`src/rtl/tcap_pkg.sv`:
```
package tcap_pkg;

  localparam int REG_W = 16;

  localparam logic [1:0] ADDR_TMR  = 2'd0;
  localparam logic [1:0] ADDR_CHAN = 2'd1;
  localparam logic [1:0] ADDR_CAPV = 2'd2;
  localparam logic [1:0] ADDR_CNT  = 2'd3;

  localparam int B_FLAG  = 0;
  localparam int B_OVF   = 1;
  localparam int B_IE    = 4;
  localparam int B_CAPON = 8;
  localparam int B_SYNC  = 11;

  localparam logic [1:0] RUN_CONT = 2'd2;

  typedef struct packed {
    logic cntAdv;   // advance the counter this cycle
    logic capLoad;  // latch the counter into the capture register
  } tcap_strobe_t;

  function automatic logic pickLevel(input logic [1:0] sel, input logic a, input logic b);
    case (sel)
      2'd0:    pickLevel = a;
      2'd1:    pickLevel = b;
      2'd2:    pickLevel = 1'b0;
      default: pickLevel = 1'b1;
    endcase
  endfunction

  function automatic logic edgeQualifies(input logic [1:0] mode, input logic prev, input logic cur);
    edgeQualifies = (prev != cur) && (cur ? mode[0] : mode[1]);
  endfunction

endpackage

```
`src/rtl/tcap_datapath.sv`:
```
module tcap_datapath
  import tcap_pkg::*;
#(
  parameter int CNT_W       = 16,
  parameter int SYNC_STAGES = 2
) (
  input  logic             clk,
  input  logic             rstN,
  input  logic             rawA,
  input  logic             rawB,
  input  tcap_strobe_t     strb,
  output logic             levelA,
  output logic             levelB,
  output logic [CNT_W-1:0] cntVal,
  output logic [CNT_W-1:0] capVal
);

  localparam int N_IN = 2;

  logic [N_IN-1:0] rawVec;
  logic [N_IN-1:0] syncOut;

  assign rawVec = {rawB, rawA};

  for (genvar gi = 0; gi < N_IN; gi++) begin : g_sync
    logic [SYNC_STAGES-1:0] shReg;
    always_ff @(posedge clk or negedge rstN) begin
      if (!rstN) shReg <= '0;
      else if (SYNC_STAGES == 1) shReg <= rawVec[gi];
      else shReg <= {shReg[SYNC_STAGES-2:0], rawVec[gi]};
    end
    assign syncOut[gi] = shReg[SYNC_STAGES-1];
  end

  assign levelA = syncOut[0];
  assign levelB = syncOut[1];

  always_ff @(posedge clk or negedge rstN) begin
    if (!rstN) cntVal <= '0;
    else if (strb.cntAdv) cntVal <= cntVal + 1'b1;
  end

  always_ff @(posedge clk or negedge rstN) begin
    if (!rstN) capVal <= '0;
    else if (strb.capLoad) capVal <= cntVal;
  end


  cnt_hold_chk: assert property (@(posedge clk) disable iff (!rstN)
    !strb.cntAdv |=> $stable(cntVal));


  cap_load_chk: assert property (@(posedge clk) disable iff (!rstN)
    strb.capLoad |=> (capVal == $past(cntVal)));

endmodule

```
`src/rtl/tcap_ctrl.sv`:
```
module tcap_ctrl
  import tcap_pkg::*;
(
  input  logic             clk,
  input  logic             rstN,
  input  logic             tickEn,
  input  logic             regWr,
  input  logic [1:0]       regAddr,
  input  logic [REG_W-1:0] regWrData,
  input  logic             levelA,
  input  logic             levelB,
  output tcap_strobe_t     strb,
  output logic [REG_W-1:0] chanWord,
  output logic [REG_W-1:0] tmrWord,
  output logic             irq
);

  logic [1:0] edgeMode, inSel, runMode;
  logic       syncOn, capOn, intEn, flag, ovf, refLvl, pend;

  logic wrChan, wrTmr, killEvt, curLvl, edgeHit, capFire, armNow;

  assign wrChan  = regWr && (regAddr == ADDR_CHAN);
  assign wrTmr   = regWr && (regAddr == ADDR_TMR);
  assign killEvt = wrChan && !regWrData[B_CAPON];
  assign armNow  = wrChan && regWrData[B_CAPON] && !capOn;

  assign curLvl  = pickLevel(inSel, levelA, levelB);
  assign edgeHit = capOn && edgeQualifies(edgeMode, refLvl, curLvl);
  assign capFire = !killEvt && capOn && (edgeHit || pend) && (!syncOn || tickEn);

  assign strb.capLoad = capFire;
  assign strb.cntAdv  = tickEn && (runMode == RUN_CONT);

  // channel configuration fields
  always_ff @(posedge clk or negedge rstN) begin
    if (!rstN) begin
      edgeMode <= '0;
      inSel    <= '0;
      syncOn   <= 1'b0;
      capOn    <= 1'b0;
      intEn    <= 1'b0;
    end else if (wrChan) begin
      edgeMode <= regWrData[15:14];
      inSel    <= regWrData[13:12];
      syncOn   <= regWrData[B_SYNC];
      capOn    <= regWrData[B_CAPON];
      intEn    <= regWrData[B_IE];
    end
  end

  always_ff @(posedge clk or negedge rstN) begin
    if (!rstN) runMode <= '0;
    else if (wrTmr) runMode <= regWrData[5:4];
  end

  // reference level for edge detection
  always_ff @(posedge clk or negedge rstN) begin
    if (!rstN) refLvl <= 1'b0;
    else if (armNow) refLvl <= pickLevel(regWrData[13:12], levelA, levelB);
    else if (capOn) refLvl <= curLvl;
  end

  // pending synchronized event
  always_ff @(posedge clk or negedge rstN) begin
    if (!rstN) pend <= 1'b0;
    else if (killEvt || capFire) pend <= 1'b0;
    else if (edgeHit) pend <= 1'b1;
  end

  // status bits: hardware set wins over a software write
  always_ff @(posedge clk or negedge rstN) begin
    if (!rstN) begin
      flag <= 1'b0;
      ovf  <= 1'b0;
    end else begin
      if (capFire) flag <= 1'b1;
      else if (wrChan) flag <= regWrData[B_FLAG];
      if (capFire && flag) ovf <= 1'b1;
      else if (wrChan) ovf <= ovf & regWrData[B_OVF];
    end
  end

  always_comb begin
    chanWord            = '0;
    chanWord[15:14]     = edgeMode;
    chanWord[13:12]     = inSel;
    chanWord[B_SYNC]    = syncOn;
    chanWord[B_CAPON]   = capOn;
    chanWord[B_IE]      = intEn;
    chanWord[B_OVF]     = ovf;
    chanWord[B_FLAG]    = flag;
    tmrWord             = '0;
    tmrWord[5:4]        = runMode;
  end

  assign irq = flag & intEn;


  sync_tick_chk: assert property (@(posedge clk) disable iff (!rstN)
    (syncOn && capFire) |-> tickEn);


  pend_discard_chk: assert property (@(posedge clk) disable iff (!rstN)
    killEvt |=> !pend);


  ovf_cause_chk: assert property (@(posedge clk) disable iff (!rstN)
    $rose(ovf) |-> $past(flag));


  arm_quiet_chk: assert property (@(posedge clk) disable iff (!rstN)
    (armNow && !flag && !regWrData[B_FLAG]) |=> !flag);

endmodule

```
`src/rtl/tmr_capture_unit.sv`:
```
module tmr_capture_unit
  import tcap_pkg::*;
#(
  parameter int CNT_W       = 16,
  parameter int SYNC_STAGES = 2
) (
  input  logic        clk,
  input  logic        rstN,
  input  logic        tickEn,
  input  logic        capInA,
  input  logic        capInB,
  input  logic        regWr,
  input  logic [1:0]  regAddr,
  input  logic [15:0] regWrData,
  output logic [15:0] regRdData,
  output logic        irq
);

  tcap_strobe_t     strb;
  logic             levelA, levelB;
  logic [CNT_W-1:0] cntVal, capVal;
  logic [REG_W-1:0] chanWord, tmrWord;

  tcap_ctrl u_ctrl (
    .clk       (clk),
    .rstN      (rstN),
    .tickEn    (tickEn),
    .regWr     (regWr),
    .regAddr   (regAddr),
    .regWrData (regWrData),
    .levelA    (levelA),
    .levelB    (levelB),
    .strb      (strb),
    .chanWord  (chanWord),
    .tmrWord   (tmrWord),
    .irq       (irq)
  );

  tcap_datapath #(
    .CNT_W       (CNT_W),
    .SYNC_STAGES (SYNC_STAGES)
  ) u_dp (
    .clk    (clk),
    .rstN   (rstN),
    .rawA   (capInA),
    .rawB   (capInB),
    .strb   (strb),
    .levelA (levelA),
    .levelB (levelB),
    .cntVal (cntVal),
    .capVal (capVal)
  );

  always_comb begin
    case (regAddr)
      ADDR_TMR:  regRdData = tmrWord;
      ADDR_CHAN: regRdData = chanWord;
      ADDR_CAPV: regRdData = REG_W'(capVal);
      default:   regRdData = REG_W'(cntVal);
    endcase
  end

endmodule

```
`config.mk`:
```
export PLATFORM = sky130hd
export DESIGN_NAME = tmr_capture_unit
export DESIGN_NICKNAME = d
export VERILOG_FILES = /design/src/rtl/tcap_pkg.sv /design/src/rtl/tcap_datapath.sv /design/src/rtl/tcap_ctrl.sv /design/src/rtl/tmr_capture_unit.sv
export SDC_FILE = /design/constraint.sdc
export NUM_CORES = 1
export LEC_CHECK = 0
export BUFFER_PORTS_ARGS = -buffer_cell sky130_fd_sc_hd__clkbuf_2
export CAP_MARGIN = 20
export CORE_MARGIN = 3
export CORE_UTILIZATION = 40
export CTS_BUF_LIST = sky130_fd_sc_hd__clkbuf_16
export DETAILED_ROUTE_END_ITERATION = 16
export GPL_TIMING_DRIVEN = 1
export MAX_ROUTING_LAYER = met4
export PLACE_DENSITY = 0.65
export SKIP_CTS_REPAIR_TIMING = 1
export SLEW_MARGIN = 20
export SYNTH_ARGS = -nofsm -noshare
export SYNTH_HDL_FRONTEND = slang
export SYNTH_SLANG_ARGS = --single-unit
```
`constraint.sdc`:
```
create_clock -name clk -period 2.3 [get_ports clk]
set_clock_uncertainty 0.05 [all_clocks]
set_input_delay 0 -clock clk [delete_from_list [all_inputs] [get_ports clk]]
set_output_delay 0 -clock clk [all_outputs]
set_load 0.05 [all_outputs]
```
==> impl_metrics.tcl, run 1 <==
set metrics [dict create \
    status "finished with violations" \
    failed_checks "hold timing" \
    min_to "u_ctrl.pend" \
    use_met3 0.0293 \
    regArea_um2 1230 \
    worstPathRequired_ns 2.41 \
    synth_warnings 0 \
    slew_viol_final 0 \
    clock.fmax_mhz 506 \
    fp.dieH_um 82.5 \
    drive_above_1_share 0.380 \
    io_buffers 34 \
    hp-class "input pin to register" \
    relSlewSlack 0.419 \
    cts_buffers 5 \
    rr_worst_depth 5 \
    start_util 0.420 \
    fp.dieW_um 82.5 \
    dieArea_um2 6800 \
    clkTransAtPathRegs_ns 0.06 \
    irDropWorstVdd_mv 0.547 \
    synth_nets 210 \
    synth-seq-cells 49 \
    cts_tree "done" \
    cp_max_fo 17 \
    start_kind "register" \
    clock_sinks 49 \
    setup_viol 0 \
    coreArea_um2 5570 \
    report.final.hold_viol_count 1 \
    whs_ns -0.00624 \
    finalWeightedCongestion 0.746 \
    grt-ovfl-total 0 \
    r2r_slack_ns 0.33 \
    finalCritPeriodShare 0.859 \
    htree_levels 2 \
    fin_tns_setup_ns 0 \
    antenna_found_initial 0 \
    busiest_layer "met2" \
    power_mw 2.44 \
    via_per_inst 5.19 \
    routed_wl_um 4690 \
    cts_root_buf "clkbuf_16" \
    drt_first_pass_iters 4 \
    drt_iter0_drc 86 \
    synth_area_leader_cell "dfrtp_1" \
    dp_slack_ns 0.327 \
    synth_area_per_cell_um2 12.6 \
    grt_pass1_wl_um 7590 \
    clock_path_buffers 2 \
    stdcell_area_um2 2860 \
    yosysSeqAreaShare 0.524 \
    dp_hpwl_um 3270 \
    grt_max_degree 36 \
    postRouteAntennaNets 0 \
    dp_cells 291 \
    clk_latency_ns 0.28 \
    area_growth_pct 22.4 \
    r2r_end "u_dp.capVal[9]" \
    crit_path_end_kind "register" \
    met2_usage 0.242 \
    layout_common_cells "49 x dfrtp_1, 35 x mux2_2, 34 x clkbuf_2" \
    grtUsageTotal 0.155 \
    num_rows 27 \
    p_leak_nw 1.37 \
    final_common_cell "dfrtp_1" \
    antenna_cells 0 \
    nNetsFinal 262 \
    place_area_um2 2620 \
    n_fill_cell 503 \
    finalCriticalPeriod_ns 1.97 \
    first_global_vias 1589 \
    synth_cell_types 39 \
    syn_area_um2 2340 \
    syn_inst 185 \
    drc 0 \
    min-delay-start "regWrData[8]" \
    final_core_util 0.513 \
    yosysTopAreaCellShare 0.524 \
    p_per_area_nw_per_um2 853 \
    ios 41 \
    rsz0062_at_grt "false" \
    fin_ws_ns 0.325 \
    post_drt_wl_per_cell_um 15.2 \
    arrival_ns 2.09 \
    worst_pin_slew_ns 0.871 \
    grt_use_met1 0.200 \
    synth.area.top_cells "dfrtp_1 52%, mux2_2 17%, xnor2_1 4.1%" \
    hold_depth 3 \
    criticalPathCategory "register to register" \
    vias 1603 \
    drv_cap 0 \
    reg2reg_from "u_ctrl.inSel[1]" \
    multiInputGateArea_um2 1060 \
    fin_cells 309 \
]
## worst max-delay path, stage by stage, from the launching register on
cell      delay [ns]
dfrtp_1         0.40
or3b_1          0.40
and3_4          0.19
a211oi_4        0.14
buf_4           0.30
mux2_2          0.37
## where the power goes
group	internal (mW)	total [mW]	switching, mW
clock network	0.389	0.673	0.284
registers	1.00	1.12	0.122
logic	0.287	0.645	0.358
total	1.68	2.44	0.764
## sequential cells by signal (all words and copies together), names as in the netlist
| register | count |
|---|---|
| u_dp.capVal | 16 |
| u_dp.cntVal | 16 |
| u_dp.g_sync.shReg | 4 |
| u_ctrl.edgeMode | 2 |
| u_ctrl.inSel | 2 |
| u_ctrl.runMode | 2 |
| u_ctrl.capOn | 1 |
| u_ctrl.flag | 1 |
| u_ctrl.intEn | 1 |
| u_ctrl.ovf | 1 |
| u_ctrl.pend | 1 |
| u_ctrl.refLvl | 1 |
| u_ctrl.syncOn | 1 |
## how the worst max path moves through the flow
stage | from | to | depth (start not counted)
final | u_ctrl.inSel[1] | u_dp.capVal[9] | 5
after global routing | u_ctrl.inSel[1] | u_dp.capVal[2] | 5
after CTS | u_ctrl.inSel[0] | u_dp.capVal[10] | 5
after detailed placement | u_ctrl.inSel[0] | u_dp.capVal[2] | 5
after global placement | u_ctrl.inSel[0] | u_dp.capVal[4] | 5
after floorplan | u_ctrl.inSel[1] | u_dp.capVal[1] | 5
## per-layer routing
| layer | part of all wire | vias to the layer above |
|---|---|---|
| met5 | 0 | - |
| li1 | - | 765 |
| met4 | 0.014 | 0 |
| met3 | 0.029 | 5 |
| met1 | 0.48 | 809 |
| met2 | 0.48 | 24 |
## kinds of logic after synthesis
logic type	Yosys count	share of synthesized area
flops	49	0.524
xor+xnor	15	0.0562
buf+inv	12	0.0235
simple gates	42	0.104
fa+ha+maj	1	0.00535
mux	43	0.208
compound gates	23	0.0781
## final cells by class
class	count	share of cell area
sequential	49	0.429
multi-input combinational	124	0.369
timing repair buffer	53	0.119
clock buffer	5	0.0437
tap	72	0.0315
inverter	4	0.00525
clock inverter	2	0.00262
## synth_stat cells (all sizes together)
cell    count
a31oi       2
a22o        9
nor3b       1
nand4       4
and3b       1
o21ai       6
nand3       3
xor2        4
mux2       35
nand4b      2
nor4        2
mux4        1
nor2        5
a21bo       1
nand2      10
a211oi      1
or3b        2
clkbuf      5
nor2b       7
a21o        2
a21oi       1
dfrtp      49
inv         4
or2         1
xnor2      11
nand3b      1
o221ai      1
and3        1
mux2i       7
buf         3
and4        1
ha          1
and2        1
(Power assumes the default switching activity.)
==> run 2, diff against run 1 <==
- ABC_AREA: default -> 1
==> run 2 against run 1 <==
Net effect: largest power group unchanged; sequential power is 5% higher; synthesized cell count up 61%; critical path depth is 3 higher; maximum frequency grew 22%; sequential share of layout area shrank 1.2 points; the flow now finishes without violations; first-iteration DRC count rose by 55%; global-route usage increased by 2.3 points; critical path type unchanged; highest routed layer unchanged.
==> impl_metrics.tcl, run 2 <==
set metrics [dict create \
    post_drt_wl_per_cell_um 13.4 \
    min_to "u_ctrl.runMode[0]" \
    syn_area_um2 2440 \
    postRouteAntennaNets 0 \
    dieArea_um2 7090 \
    worst_pin_slew_ns 0.564 \
    synth-seq-cells 49 \
    status "complete, no violations" \
    drc 0 \
    r2r_slack_ns 0.68 \
    routed_wl_um 5610 \
    stdcell_area_um2 2940 \
    antenna_cells 0 \
    nNetsFinal 372 \
    rr_worst_depth 8 \
    ios 41 \
    yosysTopAreaCellShare 0.502 \
    min-delay-start "regWr" \
    drv_cap 0 \
    grtUsageTotal 0.178 \
    irDropWorstVdd_mv 0.384 \
    p_per_area_nw_per_um2 897 \
    critPathLaunch "u_ctrl.inSel[0]" \
    fin_tns_setup_ns 0 \
    start_util 0.428 \
    synth_common_cells "107 x nand2_1, 49 x dfrtp_1, 35 x inv_1" \
    layout_common_cells "107 x nand2_1, 49 x dfrtp_1, 36 x inv_1" \
    synth.area.top_cells "dfrtp_1 50%, nand2_1 16%, nand3_1 6.3%" \
    clock_sinks 49 \
    grt_max_degree 31 \
    power_mw 2.64 \
    criticalPathCategory "register to register" \
    grt-ovfl-total 0 \
    fp.dieH_um 84.2 \
    vias 2087 \
    antenna_found_initial 0 \
    htree_levels 2 \
    fp.dieW_um 84.2 \
    coreArea_um2 5710 \
    area_growth_pct 20.4 \
    synth_edf_count 0 \
    cts_buffers 5 \
    final_common_cell "nand2_1" \
    hold_depth 3 \
    synth_cell_types 31 \
    arrival_ns 1.75 \
    num_rows 27 \
    postSynth.asyncResetShare 1.00 \
    whs_ns 0.0147 \
    clk_latency_ns 0.28 \
    dp_cells 400 \
    crit_path_end_kind "register" \
    finalCriticalPeriod_ns 1.62 \
    reg2reg_from "u_ctrl.inSel[0]" \
    r2r_end "u_dp.capVal[0]" \
    syn_inst 297 \
    cp_max_fo 18 \
    cts_root_buf "clkbuf_16" \
    place_area_um2 2690 \
    start_kind "register" \
    relSlewSlack 0.623 \
    p_leak_nw 1.55 \
    synth_area_leader_cell "dfrtp_1" \
    io_buffers 34 \
    clock.fmax_mhz 616 \
    report.final.hold_viol_count 0 \
    reg_top3 "u_dp.capVal: 16 flops, u_dp.cntVal: 16 flops, u_dp.g_sync.shReg: 4 flops" \
    drt_iter0_drc 133 \
    synth_most_common_cell "nand2_1" \
    clkTransAtPathRegs_ns 0.06 \
    synth_area_per_cell_um2 8.23 \
    cts_tree "done" \
    grt_pass1_wl_um 9820 \
    via_per_inst 4.97 \
    worstPathRequired_ns 2.42 \
    fin_cells 420 \
    yosysSeqAreaShare 0.502 \
    setup_viol 0 \
    synth_warnings 0 \
    finalCritPeriodShare 0.706 \
    slew_viol_final 0 \
    finalWeightedCongestion 0.823 \
    clock_path_buffers 2 \
    drt_first_pass_iters 5 \
    dp_hpwl_um 3970 \
    first_global_vias 2005 \
    yosys_most_used_dff "dfrtp_1" \
    rsz0062_at_grt "false" \
    hp-class "input pin to register" \
    synth_nets 322 \
    drive_above_1_share 0.170 \
]
## run 2: cell types whose count changed in the layout (fill, tap and decap cells not counted), moves of 7 or more
cell	delta
a22o_1	-7
o21ai_0	+11
mux2_2	-34
inv_1	+31
mux2i_1	-7
nand3_1	+28
xnor2_1	-10
nand2_1	+97
nor2b_1	-7
## run 2: critical path, cell delays in order, from the launching register on
cell     delay (ns)
dfrtp_1        0.42
inv_1          0.11
nand2_1        0.07
nand3_1        0.08
nand3_1        0.15
nand2_4        0.25
nand2_4        0.20
nand2_1        0.10
nand2_1        0.06
## run 2: cell families (layout without fill, tap and decap cells)
group | Yosys count | after routing | synth area share
muxes | 1 | 1 | 0.00461
DFF | 49 | 49 | 0.502
xor gates and xnor gates | 8 | 8 | 0.0287
buffers and inverters | 43 | 94 | 0.0742
adders and majority gates | 1 | 1 | 0.00512
AOI/OAI and AO/OA | 31 | 31 | 0.0783
and+or+nand+nor | 164 | 164 | 0.308
## run 2: report_power, final
group          switching, mW  internal (mW)  leakage (nW)  total [mW]
clock                  0.301          0.395        0.0748       0.696
sequential             0.140           1.04         0.607        1.18
combinational          0.544          0.224         0.868       0.768
total                  0.984           1.66          1.55        2.64
## run 2: cell type report
class	instances	area, µm²
repair buffers	49	313
well taps	72	90.1
flip-flops and latches	49	1230
clock buffers	5	125
inverters	37	139
multi-input cells	205	1040
fillers	571	2770
clock inverters	3	13.8
## run 2: how the worst max path moves through the flow
stage                                 end  cells after the start
final                      u_dp.capVal[0]                      8
after global routing      u_dp.capVal[13]                      9
after CTS                  u_dp.capVal[0]                      8
after detailed placement  u_dp.capVal[15]                      8
after global placement    u_dp.capVal[15]                      8
after floorplan              regRdData[2]                      2
## run 2: layer usage
layer	track usage	share of wire	vias to the layer above
met1	0.243	0.45	979
li1	-	-	1050
met3	0.0265	0.051	8
met4	0.0556	0.014	0
met2	0.274	0.49	50
met5	-	0	-
## run 2: per-stage QoR
step | worst slack, ns | util
after global routing | 0.521 | 0.516
final | 0.675 | 0.516
after global placement | 0.712 | 0.470
after CTS | 0.670 | 0.495
after detailed placement | 0.699 | 0.470
after floorplan | 0.664 | -
